$ cat src/rtl/mon_flag_pkg.sv
package mon_flag_pkg;

    // Channel indices as delivered with each conversion result
    typedef enum logic [2:0] {
        CH_TEMP   = 3'd0,
        CH_SUPPLY = 3'd1,
        CH_BIAS   = 3'd2,
        CH_POW    = 3'd3,
        CH_RX     = 3'd4
    } mon_ch_e;

    // Host-writable registers
    typedef enum logic [1:0] {
        REG_UPD      = 2'd0,
        REG_ALM_HOST = 2'd1,
        REG_WRN_HOST = 2'd2,
        REG_FST_HOST = 2'd3
    } mon_reg_e;

endpackage

$ cat src/rtl/mon_lim_cmp.sv
module mon_lim_cmp #(
    parameter int VW        = 16,
    parameter int SIGW      = 12,
    parameter bit IS_SIGNED = 1'b0
) (
    input  logic [VW-1:0] val_i,
    input  logic [VW-1:0] hi_i,
    input  logic [VW-1:0] lo_i,
    output logic          above_o,
    output logic          below_o
);
    logic [SIGW-1:0] v_s, h_s, l_s;

    assign v_s = val_i[VW-1 -: SIGW];
    assign h_s = hi_i[VW-1 -: SIGW];
    assign l_s = lo_i[VW-1 -: SIGW];

    generate
        if (IS_SIGNED) begin : g_signed
            assign above_o = $signed(v_s) > $signed(h_s);
            assign below_o = $signed(v_s) < $signed(l_s);
        end else begin : g_unsigned
            assign above_o = v_s > h_s;
            assign below_o = v_s < l_s;
        end
    endgenerate
endmodule

$ cat src/rtl/mon_temp_bin.sv
module mon_temp_bin #(
    parameter int VW       = 16,
    parameter int DEGW     = 8,
    parameter int NBIN     = 8,
    parameter int LOW_EDGE = -8,
    parameter int STEP_LG  = 4,
    localparam int BW      = $clog2(NBIN)
) (
    input  logic [VW-1:0] temp_i,
    output logic [BW-1:0] bin_o
);
    localparam int XW = DEGW + 2;
    localparam logic signed [XW-1:0] EDGE_X = XW'(LOW_EDGE);
    localparam logic [XW-1:0] TOP_STEP = XW'(NBIN - 2);

    logic [DEGW-1:0]        deg;
    logic signed [XW-1:0]   deg_x;
    logic signed [XW-1:0]   rel;
    logic [XW-1:0]          step;

    assign deg   = temp_i[VW-1 -: DEGW];
    assign deg_x = {{2{deg[DEGW-1]}}, deg};
    assign rel   = deg_x - EDGE_X;
    assign step  = XW'(rel) >> STEP_LG;

    always_comb begin
        if (rel[XW-1]) begin
            bin_o = '0;
        end else if (step > TOP_STEP) begin
            bin_o = BW'(NBIN - 1);
        end else begin
            bin_o = BW'(step) + BW'(1);
        end
    end
endmodule

$ cat src/rtl/mon_fast_sel.sv
module mon_fast_sel #(
    parameter int TW   = 8,
    parameter int NTHR = 4,
    parameter int NBIN = 8,
    localparam int BW  = $clog2(NBIN),
    localparam int SW  = (NTHR > 1) ? $clog2(NTHR) : 1,
    localparam int SH  = BW - $clog2(NTHR)
) (
    input  logic [NTHR*TW-1:0] thr_i,
    input  logic [BW-1:0]      bin_i,
    input  logic [TW-1:0]      lvl_i,
    output logic               trip_o
);
    logic [SW-1:0] sel;
    logic [TW-1:0] thr;

    assign sel    = SW'(bin_i >> SH);
    assign thr    = thr_i[sel*TW +: TW];
    assign trip_o = lvl_i > thr;
endmodule

$ cat src/rtl/mon_flag_engine.sv
module mon_flag_engine
    import mon_flag_pkg::*;
#(
    parameter int NCH   = 5,
    parameter int VW    = 16,
    parameter int SIGW  = 12,
    parameter int TW    = 8,
    parameter int NBIN  = 8,
    parameter int NSHRT = 4,
    parameter int DW    = 16,
    localparam int NFST = 3,
    localparam int CHW  = 3,
    localparam int BW   = $clog2(NBIN),
    localparam int FW   = 2 * NCH
) (
    input  logic               clk_i,
    input  logic               rst_i,
    input  logic               conv_vld_i,
    input  logic [CHW-1:0]     conv_ch_i,
    input  logic [VW-1:0]      conv_val_i,
    input  logic [NCH*VW-1:0]  lim_hi_alm_i,
    input  logic [NCH*VW-1:0]  lim_lo_alm_i,
    input  logic [NCH*VW-1:0]  lim_hi_wrn_i,
    input  logic [NCH*VW-1:0]  lim_lo_wrn_i,
    input  logic [NBIN*TW-1:0] trip_bias_i,
    input  logic [NSHRT*TW-1:0] trip_pow_i,
    input  logic [NSHRT*TW-1:0] trip_rx_i,
    input  logic [FW-1:0]      ovr_alm_i,
    input  logic [FW-1:0]      ovr_wrn_i,
    input  logic [NFST-1:0]    ovr_fast_i,
    input  logic               wr_en_i,
    input  logic [1:0]         wr_addr_i,
    input  logic [DW-1:0]      wr_data_i,
    output logic [FW-1:0]      alm_o,
    output logic [FW-1:0]      wrn_o,
    output logic [NFST-1:0]    fast_o,
    output logic [NCH-1:0]     upd_o
);
    localparam int FST_BASE = int'(CH_BIAS);

    typedef struct packed {
        logic [NCH-1:0]     alm_hi;
        logic [NCH-1:0]     alm_lo;
        logic [NCH-1:0]     wrn_hi;
        logic [NCH-1:0]     wrn_lo;
        logic [NCH-1:0]     upd;
        logic [FW-1:0]      alm_host;
        logic [FW-1:0]      wrn_host;
        logic [NFST-1:0]    fst_host;
        logic [BW-1:0]      bin;
        logic [NFST*TW-1:0] lvl;
    } eng_state_t;

    eng_state_t st_d, st_q;

    logic [NCH-1:0]  cmp_alm_hi, cmp_alm_lo, cmp_wrn_hi, cmp_wrn_lo;
    logic [BW-1:0]   bin_new;
    logic [NFST-1:0] fst_raw;
    logic            conv_ok;

    // Per-channel limit comparators; channel 0 is signed temperature
    generate
        for (genvar c = 0; c < NCH; c++) begin : g_ch
            mon_lim_cmp #(
                .VW(VW), .SIGW(SIGW), .IS_SIGNED(c == int'(CH_TEMP))
            ) alm_cmp_i (
                .val_i(conv_val_i),
                .hi_i(lim_hi_alm_i[c*VW +: VW]),
                .lo_i(lim_lo_alm_i[c*VW +: VW]),
                .above_o(cmp_alm_hi[c]),
                .below_o(cmp_alm_lo[c])
            );
            mon_lim_cmp #(
                .VW(VW), .SIGW(SIGW), .IS_SIGNED(c == int'(CH_TEMP))
            ) wrn_cmp_i (
                .val_i(conv_val_i),
                .hi_i(lim_hi_wrn_i[c*VW +: VW]),
                .lo_i(lim_lo_wrn_i[c*VW +: VW]),
                .above_o(cmp_wrn_hi[c]),
                .below_o(cmp_wrn_lo[c])
            );
        end
    endgenerate

    mon_temp_bin #(
        .VW(VW), .DEGW(TW), .NBIN(NBIN), .LOW_EDGE(-8), .STEP_LG(4)
    ) bin_i (
        .temp_i(conv_val_i),
        .bin_o(bin_new)
    );

    // Fast trips: bias has a full bank, the other two a short bank
    generate
        for (genvar f = 0; f < NFST; f++) begin : g_fst
            if (f == 0) begin : g_full
                mon_fast_sel #(.TW(TW), .NTHR(NBIN), .NBIN(NBIN)) sel_i (
                    .thr_i(trip_bias_i), .bin_i(st_q.bin),
                    .lvl_i(st_q.lvl[f*TW +: TW]), .trip_o(fst_raw[f])
                );
            end else if (f == 1) begin : g_pow
                mon_fast_sel #(.TW(TW), .NTHR(NSHRT), .NBIN(NBIN)) sel_i (
                    .thr_i(trip_pow_i), .bin_i(st_q.bin),
                    .lvl_i(st_q.lvl[f*TW +: TW]), .trip_o(fst_raw[f])
                );
            end else begin : g_rx
                mon_fast_sel #(.TW(TW), .NTHR(NSHRT), .NBIN(NBIN)) sel_i (
                    .thr_i(trip_rx_i), .bin_i(st_q.bin),
                    .lvl_i(st_q.lvl[f*TW +: TW]), .trip_o(fst_raw[f])
                );
            end
        end
    endgenerate

    assign conv_ok = conv_vld_i && (conv_ch_i < CHW'(NCH));

    always_comb begin
        st_d = st_q;

        if (wr_en_i) begin
            case (mon_reg_e'(wr_addr_i))
                REG_UPD:      st_d.upd      = wr_data_i[NCH-1:0];
                REG_ALM_HOST: st_d.alm_host = wr_data_i[FW-1:0];
                REG_WRN_HOST: st_d.wrn_host = wr_data_i[FW-1:0];
                default:      st_d.fst_host = wr_data_i[NFST-1:0];
            endcase
        end

        if (conv_ok) begin
            st_d.alm_hi[conv_ch_i] = cmp_alm_hi[conv_ch_i];
            st_d.alm_lo[conv_ch_i] = cmp_alm_lo[conv_ch_i];
            st_d.wrn_hi[conv_ch_i] = cmp_wrn_hi[conv_ch_i];
            st_d.wrn_lo[conv_ch_i] = cmp_wrn_lo[conv_ch_i];
            st_d.upd[conv_ch_i]    = 1'b1;
            if (conv_ch_i == CH_TEMP) begin
                st_d.bin = bin_new;
            end
            for (int f = 0; f < NFST; f++) begin
                if (conv_ch_i == CHW'(FST_BASE + f)) begin
                    st_d.lvl[f*TW +: TW] = conv_val_i[VW-1 -: TW];
                end
            end
        end
    end

    always_ff @(posedge clk_i) begin
        if (rst_i) begin
            st_q <= '0;
        end else begin
            st_q <= st_d;
        end
    end

    assign alm_o  = (ovr_alm_i & st_q.alm_host)
                  | (~ovr_alm_i & {st_q.alm_lo, st_q.alm_hi});
    assign wrn_o  = (ovr_wrn_i & st_q.wrn_host)
                  | (~ovr_wrn_i & {st_q.wrn_lo, st_q.wrn_hi});
    assign fast_o = (ovr_fast_i & st_q.fst_host) | (~ovr_fast_i & fst_raw);
    assign upd_o  = st_q.upd;
endmodule

$ cat config.mk
export PLATFORM = sky130hd
export DESIGN_NAME = mon_flag_engine
export DESIGN_NICKNAME = d
export VERILOG_FILES = /design/src/rtl/mon_flag_pkg.sv /design/src/rtl/mon_lim_cmp.sv /design/src/rtl/mon_temp_bin.sv /design/src/rtl/mon_fast_sel.sv /design/src/rtl/mon_flag_engine.sv
export SDC_FILE = /design/constraint.sdc
export NUM_CORES = 1
export LEC_CHECK = 0
export ABC_AREA = 1
export BUFFER_PORTS_ARGS = -buffer_cell sky130_fd_sc_hd__buf_2
export CORE_AREA = 2 2 213 215
export DETAILED_ROUTE_END_ITERATION = 12
export DIE_AREA = 0 0 215 217
export GPL_TIMING_DRIVEN = 1
export PLACE_DENSITY_LB_ADDON = 0.2
export SYNTH_ARGS = -nofsm -noshare
export SYNTH_HDL_FRONTEND = slang
export SYNTH_SLANG_ARGS = --single-unit
$ cat constraint.sdc
create_clock -name clk_i -period 2.9 [get_ports clk_i]
set_input_delay 0.435 -clock clk_i [delete_from_list [all_inputs] [get_ports clk_i]]
set_output_delay 0.435 -clock clk_i [all_outputs]
set_load 0.05 [all_outputs]
# Yosys cells after proc, flatten, opt, wreduce, memory -nomap -nowiden
# Cells that the tools add are included.
[word_totals] output_inout_bits=28 reg_bits=75 in_bits=512 wordCells=97
[op_classes] n_mux=22 addsub=2 shifts=3 bitwise_logic=14 magnitude_cmp=27 n_eq_ne=5 n_reduce_logical=12
[op_table] operator="$gt A12 B12 Y1" n=10
[op_table] operator="$lt A12 B12 Y1" n=10
[op_table] operator="$shiftx A32 B6 Y8" n=2
[op_table] operator="$shiftx A64 B7 Y8" n=1
[op_table] operator="$and A10 B10 Y10" n=4
[op_table] operator="$mux W28" n=1
[op_table] operator="$gt A8 B8 Y1" n=3
[op_table] operator="$bwmux W5" n=4
[op_table] operator="$mux W10" n=2
[op_table] operator="$not A10 Y10" n=2
[op_table] operator="$or A10 B10 Y10" n=2
[op_table] operator="$reduce_and A2 Y1" n=7
[op_table] operator="$bmux W1 S3" n=4
[op_table] operator="$mux W5" n=2
[op_table] operator="$mux W3" n=3
[op_table] operator="$sub A8 B4 Y9 const B" n=1
[op_table] operator="$and A3 B3 Y3" n=2
[op_table] operator="$eq A3 B2 Y1 const B" n=2
[op_table] operator="$gt A6 B3 Y1 const B" n=1
[op_table] operator="$mux W1" n=5
[op_table] operator="$or A5 B5 Y5" n=1
[op_table] operator="$lt A3 B4 Y1 const B" n=1
[op_table] operator="$add A3 B1 Y3 const B" n=1
[op_table] operator="$demux W1 S3" n=1
[op_table] operator="other kinds (12)" n=13

# Longest topological paths before layout
# Gate-level depths: netlist of the first run.
[depth] word_depth=6 ltp_mapped=19 mapped_depth_nobuf=18

# Modules after synthesis
# Synthesis of the first run repeated with hierarchy kept, for this count alone.
[unflattened] hier_cells=1871 area_unflattened_um2=11591.1
[modules_own_cells] module="mon_lim_cmp (g_ch[1].alm_cmp_i ...)" area_per_inst_um2=646.9 seq_area_each_um2=0.0 n_inst=8 cells_each=106
[modules_own_cells] module="mon_flag_engine" area_per_inst_um2=3239.4 seq_area_each_um2=1501.4 n_inst=1 cells_each=451
[modules_own_cells] module="mon_lim_cmp (g_ch[0].alm_cmp_i ...)" area_per_inst_um2=669.4 seq_area_each_um2=0.0 n_inst=2 cells_each=117
[modules_own_cells] module="mon_fast_sel (g_fst[1].g_pow.sel_i ...)" area_per_inst_um2=441.7 seq_area_each_um2=0.0 n_inst=2 cells_each=74
[modules_own_cells] module="mon_fast_sel (g_fst[0].g_full.sel_i)" area_per_inst_um2=750.7 seq_area_each_um2=0.0 n_inst=1 cells_each=150
[modules_own_cells] module="mon_temp_bin" area_per_inst_um2=203.9 seq_area_each_um2=0.0 n_inst=1 cells_each=40

# Least setup slack after synthesis of the first run
# OpenSTA, ideal clock, no wires.
[synth_timing] kind="reg-to-output" startpoint="register st_q[25] (netlist name)" endpoint="output port fast_o[2]" path_buffers=2 required_time_ns=2.465 stages_incl_launch_ff=12 arrival_time_ns=2.990 setup_slack_ns=-0.525 cell_sequence="dfxtp_1 -> inv_1 -> clkbuf_1 -> clkbuf_1 -> nand2_1 -> a32o_1 -> ha_1 -> nand2_1 -> o21a_1 -> o211ai_1 -> o21ai_0 -> o21ai_0"
[synth_between] elab_chain_cells=4
[synth_lines] item="start: declaration" line_no="mon_flag_engine.sv:54" text="eng_state_t st_d, st_q;"
[synth_lines] item="start signal: assignment" line_no="mon_flag_engine.sv:149" text="st_q <= st_d;"
[synth_lines] item="$shiftx A32 B6 Y8" line_no="mon_fast_sel.sv:18" text="assign thr = thr_i[sel*TW +: TW];"
[synth_lines] item="$gt A8 B8 Y1" line_no="mon_fast_sel.sv:19" text="assign trip_o = lvl_i > thr;"
[synth_lines] item="$and A3 B3 Y3" line_no="mon_flag_engine.sv:157" text="assign fast_o = (ovr_fast_i & st_q.fst_host) | (~ovr_fast_i & fst_raw);"
[synth_lines] item="$or A3 B3 Y3" line_no="mon_flag_engine.sv:157"
[synth_lines] item="end: declaration" line_no="mon_flag_engine.sv:36" text="output logic [NFST-1:0] fast_o,"
# No other way between the ends.

# Worst setup path in the final report of the first run
[layout_timing] startpoint="register st_q[25] (netlist name)" endpoint="output port fast_o[0]"
[layout_between] elab_chain_cells=4
[layout_lines] item="$shiftx A64 B7 Y8" line_no="mon_fast_sel.sv:18"
[layout_lines] item="$gt A8 B8 Y1" line_no="mon_fast_sel.sv:19"
[layout_lines] item="$and A3 B3 Y3" line_no="mon_flag_engine.sv:157"
[layout_lines] item="$or A3 B3 Y3" line_no="mon_flag_engine.sv:157"
# No other way between the ends.

==> out/results.tsv, run 1 <==
stage	metric	value	unit
timing	Post-Route Setup TNS	-0.122	ns
timing	minimum clock period	3.00	ns
setup_path	Setup CP Type	flip-flop to output pin	
global_route	gr usage total	18.5	%
timing	Final Max Tran Viols	0	
setup_path	critical-path cell list	inv_6 > bufbuf_16 > o21ai_0 > o22ai_1 > o21ai_4 > ha_4 > nand2_4 > o21ai_2 > a21oi_2 > a31o_2 > o21ai_4 > buf_12	
place	RD Place Congestion	0.921	
logic_synthesis	Synth area leaders	ha_1 (29%), dfxtp_1 (14%), inv_1 (13%), nand2_1 (12%), a21oi_1 (7.8%)	
setup_path	worst-path fanout max	14	
floorplanning	chip width	215	um
cts	TritonCTS Buffers	9	
logic_synthesis	Cell variety after synth	39	
setup_path	Slowest-stage cell, CP	dfxtp_4	
finish	layout cells sized above 1	27.4	%
detailed_routing	Avg WL per Cell	15.8	um
cts	clk buf depth	2	
floorplanning	die area	46700	sq um
setup_path	crit start category	flip-flop	
min_path	Hold Crit Depth	3	
detailed_routing	Vias/cell	4.51	
global_route	initial antenna violation count	10	
power_and_ir_drop	P_int	2.39	mW
global_route	vias in the first global route	12700	
finish	final net count	2994	
timing	Slew HR	55.2	%
power_and_ir_drop	switching share of power	38.5	%
detailed_routing	Met1 Wirelength	19.0	mm
power_and_ir_drop	total power	3.88	mW
cts	CTS Root Cell	clkbuf_16	
timing	fin crit share	103	%
global_route	Overflow after GRT	0	
cts	Clock Sinks	75	
setup_path	required time of the critical path	2.47	ns
detailed_routing	met2 WL	22.4	mm
detailed_routing	met3 wire length	2.52	mm
finish	Post-Layout Cell Count	2835	
power_and_ir_drop	worst vdd rail ir drop	0.202	mV
finish	most common cell after layout, fill and taps aside	buf_2	
power_and_ir_drop	power share of the clock group	27.6	%
place	dpl ws	0.0534	ns
detailed_routing	Vias	12800	
setup_path	worst r2r path cells	4	
outcome	violated checks	negative setup slack	
setup_path	most used cell, CP	o21ai_4	
setup_path	Crit. End Element	output pin	
logic_synthesis	sequential fraction of the synthesis area	13.7	%
timing	RSZ-0062 raised after global routing	yes	
floorplanning	# rows	78	
logic_synthesis	synth warn	0	
power_and_ir_drop	P_leak	8.73	nW
global_route	largest net degree at the start of global routing	48	
cts	Worst-path clk slew	0.06	ns
power_and_ir_drop	Comb pwr share	44.2	%
power_and_ir_drop	Power Density	258	nW/um^2
power_and_ir_drop	NetSw	1.49	mW
floorplanning	core footprint	44700	sq um
timing	Worst Skew	0	ns
finish	synthesis-to-finish area growth	36.8	%
finish	design area	15000	sq um
outcome	status	finished, violations left	
logic_synthesis	synthesized cell area	11000	sq um
floorplanning	Die Y	217	um
logic_synthesis	syn_nets	2521	
floorplanning	Top Ports	540	
place	post-placement cell area	14200	sq um
detailed_routing	DRC marker count from the first detailed-route iteration	452	
cts	Worst-Skew Late Latency	0.34	ns
logic_synthesis	area leader, netlist	ha_1	
setup_path	WP depth	12	
flow_run	max-cap violation count	0	
setup_path	CP max stage delay	0.38	ns
setup_path	WP buf/inv	3	
timing	Final Setup Violations	2	
place	Port Buf Inserts	449	
timing	worst-margin pin slew	0.670	ns
cts	CTS tree	built	
detailed_routing	remaining antenna violation count	0	
detailed_routing	Routed WL	44.8	mm
floorplanning	Initial Utilization	24.6	%
logic_synthesis	Seq cells post-synth	75	
detailed_routing	drt pass-1 iters	5	
place	# placed instances	2798	
logic_synthesis	synthesized area per cell	6.27	sq um
cts	Post-CTS Hold Buffers	0	
cts	CTS HTree Levels	3	
detailed_routing	DR DRC count	0	
place	hpwl dp	37.4	mm
detailed_routing	max layer used	met5	
logic_synthesis	Post-Synthesis Cells	1752	
setup_path	critical path arrival	2.56	ns
logic_synthesis	Synth top area share	29.3	%
global_route	first-pass GRT wire length	67.7	mm
timing	final setup margin	-0.0961	ns
timing	endpoints failing hold	0	
power_and_ir_drop	Flop pwr share	28.2	%
finish	commonest non-fill, non-tap cells in the layout	buf_2 (446), inv_1 (366), nand2_1 (357)	
setup_path	CP top delay family	compound AO/OA/AOI/OAI gates	
min_path	Worst Hold Class	input pin to flip-flop	
timing	Fmax	334	MHz
-- power groups by stage --
stage / logic (mW) / registers [mW] / clock network, mW
CTS: 1.70 / 1.09 / 1.10
detailed placement: 1.66 / 1.12 / 0
floorplan: 0.941 / 1.11 / 0
global route: 1.97 / 1.10 / 1.14
finish: 1.71 / 1.09 / 1.07
global placement: 1.63 / 1.12 / 0
-- per-layer routing --
metal,vias to the layer above,GRT usage [%]
li1,6638,-
met4,8,3.91
met1,5654,21.7
met3,56,2.63
met2,420,35.5
met5,-,0
-- cell usage after synthesis, drive strengths merged --
cell	instances
ha	257
o22ai	10
nand4	28
a32o	14
nand2	367
o311ai	1
xor2	2
a21boi	2
clkbuf	32
dfxtp	75
o211ai	4
inv	388
clkinv	3
buf	16
nor3	14
a31o	2
o21bai	4
a31oi	1
nand3b	1
a21oi	173
nand3	62
o21a	2
o31ai	2
o211a	2
nor2	138
o21ai	142
a211oi	2
nor3b	1
o221ai	7
-- tightest hold or removal path, delay by kind of cell --
family	cells	cell delay, ns
AND/OR/NAND/NOR	2	0.12
buffers and inverters	1	0.09
-- logic make-up (layout without fill, tap and decap cells) --
family                   after synthesis  count (layout)  share of synthesized area, %
adder cells (fa/ha/maj)              257             257                          29.3
AO/OA/AOI/OAI                        368             368                          18.4
flip-flops                            75              75                          13.7
buffers and inverters                439             917                          15.4
other                                  0               5                             0
AND/OR/NAND/NOR                      611             611                          23.0
XOR/XNOR                               2               2                         0.160
-- registers in the layout (all words and copies together), names as in the netlist --
signal  cells
st_q       70
upd_o       5
-- through the flow --
| step | util, % | hold WS, ns |
|---|---|---|
| 6_report | 33.6 | 0.333 |
| 3_3_place_gp | 31.7 | 0.434 |
| 2_1_floorplan | - | 0.424 |
| 5_1_grt | 33.6 | 0.329 |
| 4_1_cts | 32.8 | 0.320 |
| 3_5_place_dp | 31.7 | 0.438 |
-- layout make-up --
class,count,area (sq um)
Fill cell,4998,29700
Multi-Input combinational cell,1238,8030
Timing Repair Buffer,509,2950
Sequential cell,75,1510
Inverter,391,1480
Tap cell,600,751
Clock buffer,9,225
Clock inverter,7,58.8
Antenna cell,5,12.5
Timing Repair inverter,1,7.51
-- path summary, 6_finish.rpt --
path	from	endpoint	slack, ns
setup reg to reg	st_q[24]	st_q[24]	1.93
hold reg to reg	st_q[29]	st_q[29]	0.45
hold / removal	wr_data_i[9]	st_q[39]	0.33
setup / recovery	st_q[25]	fast_o[0]	-0.1
-- timing repair --
| action | in CTS | in global routing |
|---|---|---|
| resized for setup | 49 | 55 |
| gates cloned | 5 | 1 |
| pin swaps | 11 | 23 |
| setup endpoints to repair | 3 | 3 |
| setup buffers | 4 | 6 |
Note: power is estimated with default switching activity, not from simulation.
==> inputs of run 2 (changes only) <==
--- a/config.mk
+++ b/config.mk
@@ -7,9 +7,10 @@
 export LEC_CHECK = 0
 export ABC_AREA = 1
 export BUFFER_PORTS_ARGS = -buffer_cell sky130_fd_sc_hd__buf_2
-export CORE_AREA = 2 2 213 215
+export CORE_AREA = 2 2 207 209
+export CTS_BUF_LIST = sky130_fd_sc_hd__clkbuf_4 sky130_fd_sc_hd__clkbuf_8
 export DETAILED_ROUTE_END_ITERATION = 12
-export DIE_AREA = 0 0 215 217
+export DIE_AREA = 0 0 209 211
 export GPL_TIMING_DRIVEN = 1
 export PLACE_DENSITY_LB_ADDON = 0.2
 export SYNTH_ARGS = -nofsm -noshare
==> run 2 against run 1 <==
The flow still finishes with violations (negative setup slack). Clock skew is the same. Global-route usage rose by 0.48 points. Non-clock buffer count decreased by 10. First-iteration DRC count rose by 26%. Wire length is 2.9% lower. Fmax is 1.6% lower. Utilization grew 1.7 points. Flip-flop and latch count is the same. Sequential power hardly changed. Count of clock-buffer cells in the layout unchanged. Hold slack got worse by 0.035 ns. Final area shrank 1.9%.
==> out/results.tsv, run 2 (synthesis results as in run 1) <==
stage	metric	value	unit
outcome	status	finished, violations left	
outcome	violated checks	negative setup slack	
cts	Post-CTS Hold Buffers	0	
cts	Clock Sinks	75	
finish	most common cell after layout, fill and taps aside	buf_2	
floorplanning	die area	44100	sq um
floorplanning	Initial Utilization	26.3	%
power_and_ir_drop	total power	3.57	mW
setup_path	R2R Path Start	st_q[25]	
finish	largest register by flop count	st_q	
min_path	Worst Hold Class	input pin to flip-flop	
detailed_routing	Vias/cell	4.58	
timing	Fmax	329	MHz
finish	layout cells sized above 1	26.6	%
detailed_routing	DRC marker count from the first detailed-route iteration	570	
setup_path	required time of the critical path	2.47	ns
cts	Worst-Skew Late Latency	0.37	ns
timing	endpoints failing hold	0	
floorplanning	# rows	75	
global_route	grt met3 use	3.15	%
flow_run	max-cap violation count	0	
setup_path	CP Capture Point	fast_o[0]	
power_and_ir_drop	P_leak	8.64	nW
cts	Worst-path clk slew	0.09	ns
setup_path	Crit. End Element	output pin	
setup_path	crit start category	flip-flop	
place	post-placement cell area	14100	sq um
setup_path	reg2reg end	st_q[25]	
detailed_routing	Avg WL per Cell	15.7	um
setup_path	worst-path fanout max	7	
finish	final net count	2983	
floorplanning	chip width	209	um
place	dpl ws	0.0190	ns
setup_path	Setup CP Type	flip-flop to output pin	
timing	worst-margin pin slew	0.680	ns
global_route	first-pass GRT wire length	65.5	mm
finish	final core occ	35.3	%
global_route	Overflow after GRT	0	
global_route	GR peak layer	met2	
global_route	M2 GR Usage	35.3	%
floorplanning	Die Y	211	um
power_and_ir_drop	Power Density	242	nW/um^2
finish	commonest non-fill, non-tap cells in the layout	buf_2 (446), inv_1 (366), nand2_1 (357)	
detailed_routing	Routed WL	43.5	mm
setup_path	critical path arrival	2.61	ns
cts	CTS tree	built	
floorplanning	Top Ports	540	
place	Port Buf Inserts	449	
detailed_routing	DR DRC count	0	
global_route	initial antenna violation count	15	
finish	max reg flops	70	
timing	Post-Route Setup TNS	-0.365	ns
cts	TritonCTS Buffers	9	
timing	Slew HR	54.5	%
timing	final setup margin	-0.143	ns
floorplanning	core footprint	41800	sq um
cts	clk buf depth	2	
power_and_ir_drop	worst vdd rail ir drop	0.163	mV
global_route	vias in the first global route	12700	
setup_path	worst r2r path cells	4	
global_route	largest net degree at the start of global routing	48	
timing	RSZ-0062 raised after global routing	yes	
timing	Final Setup Violations	3	
setup_path	setup slack, reg-to-reg	1.96	ns
global_route	gr usage total	19.0	%
finish	synthesis-to-finish area growth	34.2	%
timing	Worst Skew	0	ns
cts	CTS Root Cell	clkbuf_8	
timing	Final Max Tran Viols	0	
global_route	GRT met1 Usage	21.9	%
timing	fin crit share	105	%
timing	minimum clock period	3.04	ns
detailed_routing	remaining antenna violation count	0	
detailed_routing	drt pass-1 iters	5	
place	hpwl dp	36.4	mm
finish	design area	14700	sq um
finish	fill cell count	4632	
place	RD Place Congestion	0.890	
detailed_routing	Vias	12700	
cts	CTS HTree Levels	3	
setup_path	Critical path origin	st_q[25]	
-- run 2: cell types whose count changed in the layout (fill, tap and decap cells not counted), sizes merged --
cell / change
clkinvlp: -3
clkbuf: +4
diode: +1
buf: -13
bufbuf: -1
inv: +2
-- run 2: worst min path at each step --
stage                       startpoint       end  depth (start not counted)
after floorplan               st_q[27]  st_q[27]                          2
after global placement        st_q[41]  st_q[41]                          2
after detailed placement      st_q[28]  st_q[28]                          2
after CTS                 wr_data_i[8]  st_q[38]                          3
after global routing      wr_data_i[8]  st_q[38]                          3
final                     wr_data_i[8]  st_q[38]                          3
-- run 2: per-layer routing --
| layer | wire length, um | part of all wire [%] | vias to the layer above |
|---|---|---|---|
| met3 | 2230 | 5.1 | 84 |
| met1 | 18300 | 42 | 5531 |
| met2 | 21500 | 49 | 421 |
| met4 | 1340 | 3.1 | 16 |
| met5 | 96 | 0.22 | - |
| li1 | - | - | 6600 |
-- run 2: area by class of cell --
cell class	instances	area, sq um	share of cell area [%]
sequential	75	1510	10.2
multi-input combinational	1238	7950	54.0
antenna	6	15.0	0.102
clock buffer	9	124	0.841
clock inverter	7	58.8	0.399
tap	539	674	4.58
inverter	391	1470	9.99
timing repair buffer	499	2930	19.9
-- run 2: repair_timing --
| item | in CTS | in global routing |
|---|---|---|
| resized for setup | 29 | 35 |
| gates cloned | 2 | 6 |
| setup endpoints to repair | 3 | 3 |
| pin swaps | 2 | 21 |
| endpoints found under the hold margin | 0 | 0 |
| buffers inserted | 1 | 4 |
-- run 2: critical path, cell delays in order, from the launching register on --
cell       delay [ns]
dfxtp_4          0.43
buf_12           0.12
clkbuf_16        0.13
o21ai_0          0.08
o22ai_1          0.28
o21ai_1          0.13
ha_1             0.29
nand2_1          0.07
nor2_1           0.11
a21oi_1          0.07
a31o_2           0.24
o21ai_4          0.14
buf_12           0.15
-- run 2: through the flow --
step / cells / hold WS (ns)
3_3_place_gp: 2729 / 0.433
2_1_floorplan: 1752 / 0.424
4_1_cts: 2748 / 0.279
6_report: 2764 / 0.298
3_5_place_dp: 2729 / 0.438
5_1_grt: 2763 / 0.312
-- run 2: where the power goes --
group          total (mW)  switching, mW  internal (mW)
Sequential           1.09         0.0236           1.07
Combinational        1.69          0.975          0.720
Clock               0.778          0.453          0.325
==> inputs of run 3 (changes only) <==
--- a/config.mk
+++ b/config.mk
@@ -11,6 +11,7 @@
 export CTS_BUF_LIST = sky130_fd_sc_hd__clkbuf_4 sky130_fd_sc_hd__clkbuf_8
 export DETAILED_ROUTE_END_ITERATION = 12
 export DIE_AREA = 0 0 209 211
+export GPL_ROUTABILITY_DRIVEN = 0
 export GPL_TIMING_DRIVEN = 1
 export PLACE_DENSITY_LB_ADDON = 0.2
 export SYNTH_ARGS = -nofsm -noshare
==> constraint.sdc (replaced) <==
create_clock -name clk_i -period 3.6 [get_ports clk_i]
set_input_delay 0.54 -clock clk_i [delete_from_list [all_inputs] [get_ports clk_i]]
set_output_delay 0.54 -clock clk_i [all_outputs]
set_load 0.05 [all_outputs]
==> run 3 against run 2 <==
The run now ends clean. Sequential power decreased by 19%. Clock power decreased by 16%. Critical path depth unchanged. Via count decreased by 1.5%. First-iteration DRC count increased by 6.0%. Largest power group unchanged. Highest routed layer unchanged.
==> out/results.tsv, run 3 (synthesis results as in run 1) <==
stage	metric	value	unit
power_and_ir_drop	worst vdd rail ir drop	0.149	mV
global_route	vias in the first global route	12200	
global_route	gr usage total	19.0	%
finish	design area	14100	sq um
floorplanning	Initial Utilization	26.3	%
timing	worst-margin pin slew	0.833	ns
floorplanning	die area	44100	sq um
cts	CTS tree	built	
global_route	Overflow after GRT	0	
power_and_ir_drop	P_leak	8.37	nW
detailed_routing	DR DRC count	0	
floorplanning	# rows	75	
place	hpwl dp	35.4	mm
setup_path	CP max stage delay	0.32	ns
finish	largest register by flop count	st_q	
setup_path	required time of the critical path	3.06	ns
cts	CTS Root Cell	clkbuf_8	
global_route	GRT met1 Usage	22.1	%
global_route	largest net degree at the start of global routing	50	
cts	clk buf depth	2	
finish	synthesis-to-finish area growth	28.3	%
timing	Fmax	293	MHz
cts	TritonCTS Buffers	9	
cts	Post-CTS Hold Buffers	0	
setup_path	critical path arrival	2.87	ns
setup_path	most used cell, CP	o21ai_0	
cts	CTS HTree Levels	3	
global_route	initial antenna violation count	9	
setup_path	WP depth	12	
detailed_routing	DRC marker count from the first detailed-route iteration	604	
finish	final net count	2952	
timing	Final Setup Violations	0	
timing	Worst Skew	0	ns
timing	Post-Route Setup TNS	0	ns
detailed_routing	Routed WL	42.7	mm
outcome	status	finished, final reports clean	
global_route	GR peak layer	met2	
detailed_routing	remaining antenna violation count	0	
floorplanning	chip width	209	um
cts	Worst-Skew Late Latency	0.37	ns
setup_path	crit start category	flip-flop	
setup_path	worst-path fanout max	25	
place	post-placement cell area	13800	sq um
setup_path	Setup CP Type	flip-flop to output pin	
global_route	first-pass GRT wire length	65.2	mm
timing	Final Max Tran Viols	0	
power_and_ir_drop	Power Density	200	nW/um^2
timing	endpoints failing hold	0	
finish	commonest non-fill, non-tap cells in the layout	buf_2 (447), inv_1 (368), nand2_1 (361)	
floorplanning	Top Ports	540	
floorplanning	core footprint	41800	sq um
min_path	Worst Hold Class	input pin to flip-flop	
floorplanning	Die Y	211	um
setup_path	worst r2r path cells	3	
timing	fin crit share	94.7	%
detailed_routing	drt pass-1 iters	5	
cts	Clock Sinks	75	
cts	Worst-path clk slew	0.08	ns
detailed_routing	Vias/cell	4.57	
timing	minimum clock period	3.41	ns
global_route	M2 GR Usage	36.8	%
timing	Slew HR	44.2	%
setup_path	critical-path cell list	inv_1 > buf_12 > o21ai_0 > o22ai_1 > o21ai_0 > ha_1 > nand2_1 > o21ai_0 > a21oi_1 > a31o_2 > o21ai_1 > buf_12	
flow_run	max-cap violation count	0	
setup_path	Crit. End Element	output pin	
detailed_routing	Vias	12500	
finish	max reg flops	70	
detailed_routing	Avg WL per Cell	15.6	um
setup_path	WP buf/inv	3	
finish	layout cells sized above 1	24.0	%
setup_path	Slowest-stage cell, CP	dfxtp_1	
finish	most common cell after layout, fill and taps aside	buf_2	
place	Port Buf Inserts	449	
global_route	grt met3 use	3.00	%
min_path	Hold Crit Depth	3	
setup_path	CP top delay family	compound AO/OA/AOI/OAI gates	
## run 3: final cells by class
cell class,instances,area (sq um)
Inverter,391,1480
Fill cell,4678,27700
Timing Repair Buffer,468,2450
Clock inverter,7,68.8
Sequential cell,75,1500
Tap cell,539,674
Clock buffer,9,124
Multi-Input combinational cell,1238,7790
Antenna cell,2,5.00
## run 3: repair_timing
item                       in CTS  in global routing
setup endpoints to repair       3                  3
resized for setup               1                  9
buffers inserted                0                  2
pin swaps                       0                  0
cloned                          0                  1
## run 3: report_power, final
group | internal [mW] | switching, mW
registers | 0.863 | 0.0173
clock network | 0.317 | 0.337
logic | 0.533 | 0.757
## run 3: per-stage QoR
step                      power [mW]  setup WS (ns)  util [%]  cells  hold WS (ns)
after floorplan                 1.65         0.0698         -   1752         0.424
after global placement          2.17          0.337      33.1   2708         0.435
after detailed placement        2.20          0.282      33.1   2708         0.439
after CTS                       2.86        -0.0919      33.6   2724         0.397
after global routing            3.09        -0.0128      33.7   2728         0.418
final                           2.82          0.189      33.7   2729         0.408
## run 3: per-layer routing
| metal | wire [um] | share of wire, % | vias up |
|---|---|---|---|
| met2 | 21800 | 51 | 377 |
| met5 | 77 | 0.18 | - |
| met3 | 2290 | 5.4 | 40 |
| li1 | - | - | 6537 |
| met4 | 476 | 1.1 | 12 |
| met1 | 18000 | 42 | 5499 |
## run 3: tightest hold or removal path, stage by stage
cell and delay (ns):
buf_2 0.08, nor2_1 0.04, nor2_1 0.08
## run 3: worst paths after layout
| kind | startpoint | endpoint | slack (ns) |
|---|---|---|---|
| setup / recovery | st_q[24] | fast_o[0] | 0.19 |
| hold / removal | wr_data_i[9] | st_q[39] | 0.41 |
| setup reg to reg | st_q[25] | st_q[25] | 2.65 |
| hold reg to reg | st_q[28] | st_q[28] | 0.45 |
